--- config.mk ---
export PLATFORM = sky130hd
export DESIGN_NAME = irqc_top
export DESIGN_NICKNAME = d
export VERILOG_FILES = /design/src/rtl/irqc_pkg.sv /design/src/rtl/irqc_rst_sync.sv /design/src/rtl/irqc_bank.sv /design/src/rtl/irqc_prio.sv /design/src/rtl/irqc_top.sv
export SDC_FILE = /design/constraint.sdc
export NUM_CORES = 1
export LEC_CHECK = 0
export ABC_AREA = 1
export BUFFER_PORTS_ARGS = -buffer_cell sky130_fd_sc_hd__buf_2
export CAP_MARGIN = 20
export CORE_MARGIN = 2
export CORE_UTILIZATION = 25
export DETAILED_ROUTE_END_ITERATION = 10
export PLACE_DENSITY = 0.48
export SETUP_SLACK_MARGIN = 0.05
export SYNTH_ARGS = -nofsm -noshare
export SYNTH_HDL_FRONTEND = slang
export SYNTH_SLANG_ARGS = --single-unit
--- constraint.sdc ---
create_clock -name clk -period 26.9 [get_ports clk]
set_clock_uncertainty 0.05 [all_clocks]
set_input_delay 5.38 -clock clk [delete_from_list [all_inputs] [get_ports clk]]
set_output_delay 5.38 -clock clk [all_outputs]
set_load 0.1 [all_outputs]
--- src/rtl/irqc_pkg.sv ---
package irqc_pkg;
  // Byte offsets decoded by the register port; software depends on them.
  localparam int unsigned OFF_VECTOR = 32'h00;
  localparam int unsigned OFF_PROT   = 32'h08;
  localparam int unsigned OFF_TRIG   = 32'h0C;
  localparam int unsigned OFF_PEND   = 32'h10;
  localparam int unsigned OFF_FAST   = 32'h20;
  localparam int unsigned OFF_ENABLE = 32'h40;
  localparam int unsigned OFF_MASK   = 32'h50;
  localparam int unsigned WORD_STEP  = 4;
  // Vector value = source index shifted by this many bits.
  localparam int unsigned VEC_SHIFT  = 2;
endpackage

--- src/rtl/irqc_rst_sync.sv ---
module irqc_rst_sync #(
  parameter int unsigned STAGES = 2
) (
  input  logic clk,
  input  logic rst_n,
  output logic srst_n
);
  logic [STAGES-1:0] chain_q;
  logic [STAGES-1:0] chain_d;

  always_comb chain_d = {chain_q[STAGES-2:0], 1'b1};

  always_ff @(posedge clk or negedge rst_n) begin
    if (!rst_n) chain_q <= '0;
    else        chain_q <= chain_d;
  end

  assign srst_n = chain_q[STAGES-1];
endmodule

--- src/rtl/irqc_bank.sv ---
module irqc_bank #(
  parameter int unsigned BANK_W = 32
) (
  input  logic              clk,
  input  logic              rst_n,
  input  logic [BANK_W-1:0] src,
  input  logic [BANK_W-1:0] wdata,
  input  logic              we_pend,
  input  logic              we_en,
  input  logic              we_mask,
  output logic [BANK_W-1:0] pend_q,
  output logic [BANK_W-1:0] en_q,
  output logic [BANK_W-1:0] mask_q
);
  logic [BANK_W-1:0] clr_vec;
  logic [BANK_W-1:0] pend_d, en_d, mask_d;

  always_comb begin
    clr_vec = we_pend ? wdata : '0;
    // A live input overrides a clearing write in the same cycle.
    pend_d  = (pend_q & ~clr_vec) | src;
    en_d    = we_en   ? wdata : en_q;
    mask_d  = we_mask ? wdata : mask_q;
  end

  always_ff @(posedge clk or negedge rst_n) begin
    if (!rst_n) begin
      pend_q <= '0;
      en_q   <= '0;
      mask_q <= '0;
    end else begin
      pend_q <= pend_d;
      en_q   <= en_d;
      mask_q <= mask_d;
    end
  end

  AST_PEND_SETS: assert property (@(posedge clk) disable iff (!rst_n)
    (|src) |=> ((pend_q & $past(src)) == $past(src)));
  AST_PEND_CLEARS: assert property (@(posedge clk) disable iff (!rst_n)
    (we_pend && |(wdata & ~src)) |=> ((pend_q & $past(wdata & ~src)) == '0));
  AST_ENABLE_LOADS: assert property (@(posedge clk) disable iff (!rst_n)
    we_en |=> (en_q == $past(wdata)));
  AST_MASK_HOLDS: assert property (@(posedge clk) disable iff (!rst_n)
    !we_mask |=> $stable(mask_q));
endmodule

--- src/rtl/irqc_prio.sv ---
module irqc_prio #(
  parameter int unsigned N     = 96,
  parameter int unsigned IDX_W = $clog2(N)
) (
  input  logic [N-1:0]     req,
  output logic             valid,
  output logic [IDX_W-1:0] idx
);
  always_comb begin
    valid = 1'b0;
    idx   = '0;
    // Scan downward so the lowest requesting index is the last assignment.
    for (int i = N - 1; i >= 0; i--) begin
      if (req[i]) begin
        valid = 1'b1;
        idx   = IDX_W'(i);
      end
    end
  end
endmodule

--- src/rtl/irqc_top.sv ---
module irqc_top
  import irqc_pkg::*;
#(
  parameter int unsigned NUM_BANKS = 3,
  parameter int unsigned BANK_W    = 32,
  parameter int unsigned ADDR_W    = 8
) (
  input  logic                          clk,
  input  logic                          rst_n,
  input  logic [NUM_BANKS*BANK_W-1:0]   src_i,
  input  logic [ADDR_W-1:0]             bus_addr,
  input  logic                          bus_we,
  input  logic [BANK_W-1:0]             bus_wdata,
  output logic [BANK_W-1:0]             bus_rdata,
  output logic                          irq_o
);
  localparam int unsigned NSRC  = NUM_BANKS * BANK_W;
  localparam int unsigned IDX_W = $clog2(NSRC);

  logic                 srst_n;
  logic [NUM_BANKS-1:0] wr_pend, wr_en, wr_mask;
  logic [NSRC-1:0]      pend_all, en_all, mask_all;
  logic [NSRC-1:0]      elig, elig_arb;
  logic                 win_v;
  logic [IDX_W-1:0]     win_idx;
  logic [BANK_W-1:0]    vec_word;
  logic                 prot_q, prot_d, trig_q, trig_d;
  logic                 wr_prot, wr_trig;

  irqc_rst_sync #(.STAGES(2)) u_rst (
    .clk    (clk),
    .rst_n  (rst_n),
    .srst_n (srst_n)
  );

  for (genvar b = 0; b < NUM_BANKS; b++) begin : g_bank
    assign wr_pend[b] = bus_we && (bus_addr == ADDR_W'(OFF_PEND   + WORD_STEP * b));
    assign wr_en[b]   = bus_we && (bus_addr == ADDR_W'(OFF_ENABLE + WORD_STEP * b));
    assign wr_mask[b] = bus_we && (bus_addr == ADDR_W'(OFF_MASK   + WORD_STEP * b));

    irqc_bank #(.BANK_W(BANK_W)) u_bank (
      .clk     (clk),
      .rst_n   (srst_n),
      .src     (src_i[b*BANK_W +: BANK_W]),
      .wdata   (bus_wdata),
      .we_pend (wr_pend[b]),
      .we_en   (wr_en[b]),
      .we_mask (wr_mask[b]),
      .pend_q  (pend_all[b*BANK_W +: BANK_W]),
      .en_q    (en_all[b*BANK_W +: BANK_W]),
      .mask_q  (mask_all[b*BANK_W +: BANK_W])
    );
  end

  // Source 0 is kept out because a zero vector means "nothing pending".
  assign elig     = pend_all & en_all & ~mask_all;
  assign elig_arb = elig & ~NSRC'(1);

  irqc_prio #(.N(NSRC), .IDX_W(IDX_W)) u_prio (
    .req   (elig_arb),
    .valid (win_v),
    .idx   (win_idx)
  );

  assign irq_o    = win_v;
  assign vec_word = BANK_W'(win_idx) << VEC_SHIFT;

  assign wr_prot = bus_we && (bus_addr == ADDR_W'(OFF_PROT));
  assign wr_trig = bus_we && (bus_addr == ADDR_W'(OFF_TRIG));

  always_comb begin
    prot_d = wr_prot ? bus_wdata[0] : prot_q;
    trig_d = wr_trig ? bus_wdata[0] : trig_q;
  end

  always_ff @(posedge clk or negedge srst_n) begin
    if (!srst_n) begin
      prot_q <= 1'b0;
      trig_q <= 1'b0;
    end else begin
      prot_q <= prot_d;
      trig_q <= trig_d;
    end
  end

  // Read path; anything not decoded below, fast-pending words included, reads zero.
  always_comb begin
    bus_rdata = '0;
    if (bus_addr == ADDR_W'(OFF_VECTOR)) bus_rdata = vec_word;
    if (bus_addr == ADDR_W'(OFF_PROT))   bus_rdata = BANK_W'(prot_q);
    if (bus_addr == ADDR_W'(OFF_TRIG))   bus_rdata = BANK_W'(trig_q);
    for (int b = 0; b < NUM_BANKS; b++) begin
      if (bus_addr == ADDR_W'(OFF_PEND + WORD_STEP * b))
        bus_rdata = pend_all[b*BANK_W +: BANK_W];
      if (bus_addr == ADDR_W'(OFF_ENABLE + WORD_STEP * b))
        bus_rdata = en_all[b*BANK_W +: BANK_W];
      if (bus_addr == ADDR_W'(OFF_MASK + WORD_STEP * b))
        bus_rdata = mask_all[b*BANK_W +: BANK_W];
    end
  end

  AST_IRQ_VS_VECTOR: assert property (@(posedge clk) disable iff (!srst_n)
    irq_o == (vec_word != '0));
  AST_WINNER_LOWEST: assert property (@(posedge clk) disable iff (!srst_n)
    win_v |-> (elig_arb[win_idx] &&
               ((elig_arb & ~({NSRC{1'b1}} << win_idx)) == '0)));
  AST_IDLE_EMPTY: assert property (@(posedge clk) disable iff (!srst_n)
    !win_v |-> (elig_arb == '0));
  AST_PROT_HOLDS: assert property (@(posedge clk) disable iff (!srst_n)
    !wr_prot |=> $stable(prot_q));
endmodule

## Yosys cells after proc, flatten, opt, wreduce, memory -nomap -nowiden

Cells that the tools add are included.

| storage, ports and cells | value |
|---|---|
| bits in registers | 292 |
| bits in latches | 0 |
| memory bits (writable) | 0 |
| bits in read-only memories | 0 |
| input bits | 139 |
| output and inout bits | 33 |
| word-level logic and storage cells | 252 |
| memories | 0 |

| operators by class | value |
|---|---|
| add/sub/neg operators | 0 |
| multipliers | 0 |
| div/mod/pow operators | 0 |
| $lt $le $gt $ge | 0 |
| equal/unequal tests | 11 |
| shifts and indexed selects | 0 |
| muxes and demuxes | 205 |
| bitwise gates (word level) | 12 |
| reduce and logical (&&, ||, !) cells | 12 |

Operator list:

| operator | count |
|---|---|
| $mux W7 | 95 |
| $mux W32 | 12 |
| $and A96 B96 Y96 | 2 |
| $and A32 B32 Y32 | 3 |
| $not A32 Y32 | 3 |
| $not A96 Y96 | 1 |
| $or A32 B32 Y32 | 3 |
| $mux W1 | 95 |
| $eq A8 B7 Y1 const B | 6 |
| $mux W9 | 3 |
| $eq A8 B5 Y1 const B | 3 |
| $eq A8 B4 Y1 const B | 2 |
| $logic_and A1 B1 Y1 | 11 |
| $logic_not A8 Y1 | 1 |

## Longest topological paths before layout

| depth | value |
|---|---|
| word-level depth | 109 |
| depth in mapped cells | 102 |
| depth with buffers taken out | 102 |

## By module

Synthesis repeated with hierarchy kept, for this count alone.

| unflattened totals | value |
|---|---|
| cell total of the unflattened synthesis | 2424 |
| area total of the unflattened synthesis | 16439.5 µm² |

Modules (own cells, without submodules):

| module | times used | cells an instance | area each (µm²) | seq. area each (µm²) |
|---|---|---|---|---|
| irqc_bank | 3 | 433 | 3867.5 | 2402.3 |
| irqc_top | 1 | 773 | 3380.7 | 50.0 |
| irqc_prio | 1 | 349 | 1402.6 | 0.0 |
| irqc_rst_sync | 1 | 3 | 53.8 | 50.0 |

## Worst setup path after synthesis

No wires, ideal clock.

| timing path | value |
|---|---|
| kind | input-to-output |
| start | in bus_addr[1] |
| end | out bus_rdata[17] |
| arrival time | 8.462 ns |
| data required time | 21.470 ns |
| setup slack | 13.008 ns |
| stages | 8 |
| path buffers | 1 |
| cells stage by stage | nor2_1 > inv_1 > nor3_1 > inv_1 > nor2_1 > inv_1 > clkbuf_1 > o21ai_0 |

| between the ends | value |
|---|---|
| word-level cells in the longest chain between the ends | 10 |
| elaborated cells between the ends (all ways) | 18 |
| those cells by class | 9 x eq/ne; 9 x mux |

Ends and longest elaborated chain:

| item | RTL line | RTL |
|---|---|---|
| start: declaration | irqc_top.sv:11 | `input logic [ADDR_W-1:0] bus_addr,` |
| $eq A8 B5 Y1 | irqc_top.sv:93 | `if (bus_addr == ADDR_W'(OFF_PEND + WORD_STEP * b))` |
| $mux W32 | irqc_top.sv:93 |  |
| $mux W32 | irqc_top.sv:95 | `if (bus_addr == ADDR_W'(OFF_ENABLE + WORD_STEP * b))` |
| $mux W32 | irqc_top.sv:97 | `if (bus_addr == ADDR_W'(OFF_MASK + WORD_STEP * b))` |
| $mux W32 | irqc_top.sv:93 |  |
| $mux W32 | irqc_top.sv:95 |  |
| $mux W32 | irqc_top.sv:97 |  |
| $mux W32 | irqc_top.sv:93 |  |
| $mux W32 | irqc_top.sv:95 |  |
| $mux W32 (*) | irqc_top.sv:97 |  |
| end: declaration | irqc_top.sv:14 | `output logic [BANK_W-1:0] bus_rdata,` |

Every way passes the cells marked *; elsewhere a longest branch is shown, timed or not.

## Worst setup path after layout

| timing path | value |
|---|---|
| start | in bus_addr[1] |
| end | out bus_rdata[23] |

Same word-level chain as after synthesis.

==> metrics <==
ys async rst share 100%; Main synth FF type dfrtp_1; port bufs 171; Worst Hold Class reg2reg; CTS Sinks 292; Placer Congestion 0.802; Final Routed Wirelength 53.3 mm; LEAKAGE 8.45 nW; Max Cap Viol 0; critical-path maximum fanout 28; unrepaired setup endpoints after global routing false; combinational fraction of design power 12.8%; yosys warns 0; Initial Utilization 25.2%; met1 Usage GRT 23.2%; filler cell count 6362; Max VDD drop 0.0000396 V; vias per cell 4.61; syn nets 2074; Arr. time, crit path 8.31 ns; Pre-antenna DRT Iters 7; # DRC 0; register area share after synthesis 49.2%; P_int 0.000821 W; met3 usage 2.65%; die span in x 248 um; register area 0.00731 sq mm; Synth area leaders dfrtp_1 (49%), nand2_1 (15%), o21ai_0 (9.6%); Worst-path clk slew 0.06 ns; Final Hold Vio Count 0; post-synthesis cell count 1935; post-synth top area share 49.2%; placed cell area 0.0165 sq mm; Finished Cell Area 0.0178 sq mm; Clock power frac 46.1%; Switching Share 27.6%; area of the core 0.0589 sq mm; Post-Syn Area 0.0149 sq mm; syn avg cell area 7.67 sq um; final setup TNS 0 ns; multi-input logic area 0.00622 sq mm; initial antenna violation count 2; io pins 172; die height 248 um; power per cell area 63.6 mW/mm^2; fin nets 2228; met2 usage 29.2%; CP Class in2out; Top Usage Layer GRT met2; area grow syn2layout 20.0%; worst-case clock buffer depth 3; power consumption 0.00113 W; crit start category primary input; gr usage total 17.5%; Worst EP required 21.47 ns; Slew Limit Headroom 29.5%; TritonCTS Buffers 38; die area 0.0614 sq mm; switching power 0.000314 W; fin crit share 51.1%; Hold-fix buffers, CTS 0; Yosys cell types 38; #FFs+latches synth 292; CTS H-Tree Depth 2; Post-synth EDFFs 0; DR vias 13300; ratio of cells with drive above 1 in the final layout 16.0%; Final min period 13.74 ns; CTS tree done; Clk Tree Root Cell clkbuf_16; worst-skew pair later-pin latency 0.54 ns; final setup fails 0; First DRT Iteration DRCs 943; Slew Limit Fails 0; gr ovfl total 0; first-pass GRT wire length 80.6 mm; Post-CTS Setup Repair Bufs 0; DP HPWL 36.3 mm; FP Rows 89; WL/cell 18.4 um; Final ANT Viol Nets 0; outcome complete, no violations; Slew @ Worst Pin 1.05 ns; sequential share of power 41.1%; Crit. End Element output port; Max Fclk 72.8 MHz; largest net degree at the start of global routing 168; vias in the first global route 13100; CTS resizes 0; top cell type by total area after synthesis dfrtp_1
## power groups by stage
stage / clock [W] / combinational, W / sequential [W]
after floorplan: 0 / 0.0000880 / 0.000476
after global placement: 0 / 0.000148 / 0.000474
after detailed placement: 0 / 0.000148 / 0.000474
after CTS: 0.000538 / 0.000149 / 0.000466
after global routing: 0.000557 / 0.000168 / 0.000468
final: 0.000523 / 0.000145 / 0.000466
## layout by cell type (no fill, tap or decap), types with 4 or more instances in the layout
cell type and instances:
nand2_1 590, dfrtp_1 291, o21ai_0 286, inv_1 232, buf_2 171, nor2_1 141
clkbuf_16 39, inv_2 38, nor3_1 36, o21bai_1 32, a21oi_1 31, o2111ai_1 30
nand4_1 25, o22ai_1 23, buf_4 18, nand3_2 16, nand3_4 16, nand3_1 12
clkbuf_8 10, nand2_2 8, clkbuf_1 8, nor4_1 6, clkinv_2 6, o21ai_1 6
nor2_2 5, a221oi_1 5, a31oi_1 5, o211ai_1 4, mux2i_1 4
## cell type report
type	count	share of cell area [%]
Antenna cell	2	0.0281
Clock buffer	57	6.42
Clock inverter	10	0.744
Inverter	274	5.83
Multi-Input combinational cell	1293	34.9
Sequential cell	292	41.0
Tap cell	773	5.43
Timing Repair Buffer	190	5.67
## metrics by stage
| stage | worst slack (ns) | std cells | utilization [%] | hold WS, ns |
|---|---|---|---|---|
| after floorplan | 13.01 | 1935 | - | 0.281 |
| after global placement | 13.23 | 2822 | 28.1 | 0.285 |
| after detailed placement | 13.19 | 2822 | 28.1 | 0.288 |
| after CTS | 13.19 | 2889 | 30.3 | 0.301 |
| after global routing | 12.46 | 2889 | 30.3 | 0.305 |
| final | 13.16 | 2891 | 30.3 | 0.299 |
## cells in the mapped netlist, drive strengths merged, types with 25 or more instances
cell       n
nor3      36
o2111ai   30
nand2    598
clkbuf    67
inv      272
a21oi     31
o21ai    292
nand3     44
dfrtp    292
o21bai    32
nor2     146
nand4     25
## logic make-up (layout without fill, tap and decap cells)
logic type / after synthesis / in the layout / share of synthesized area [%]
simple gates: 856 / 856 / 24.8
mux: 4 / 4 / 0.270
buf+inv: 350 / 531 / 9.13
compound gates: 432 / 432 / 16.5
other cells: 1 / 3 / 0.0253
flops: 292 / 292 / 49.2
## sequential cells by signal (all words and copies together) (netlist names)
| signal | count |
|---|---|
| g_bank.u_bank.mask_q | 96 |
| prot_q | 1 |
| trig_q | 1 |
| u_rst.chain_q | 2 |
| g_bank.u_bank.en_q | 96 |
| g_bank.u_bank.pend_q | 96 |
## per-layer routing
layer  routed length, um  part of all wire (%)  up-vias
met5                   0                     0        -
met4                1330                   2.5        0
li1                    -                     -     6533
met1               23700                    44     6381
met2               25500                    48      353
met3                2760                   5.2       68
## critical path, stage by stage
cell,delay [ns]
buf_2,0.08
nor2_1,0.04
inv_1,0.10
nor3_1,0.06
inv_1,0.11
nor2_1,0.07
buf_4,0.18
inv_2,0.56
o221ai_1,0.19
a2111oi_0,0.83
o2111ai_1,0.30
buf_2,0.39
## worst paths after layout
path,from,to,slack (ns),depth (start not counted)
max in group asynchronous,rst_n,u_rst.chain_q[1],22.13,1
min,u_rst.chain_q[0],u_rst.chain_q[1],0.30,0
min in group asynchronous,u_rst.chain_q[1],g_bank[2].u_bank.pend_q[21],0.35,0
max,bus_addr[1],bus_rdata[23],13.16,12
max reg2reg,u_rst.chain_q[1],g_bank[2].u_bank.pend_q[4],24.97,1
min reg2reg,u_rst.chain_q[0],u_rst.chain_q[1],0.30,0
No activity file was read; power rests on OpenSTA's default activity.
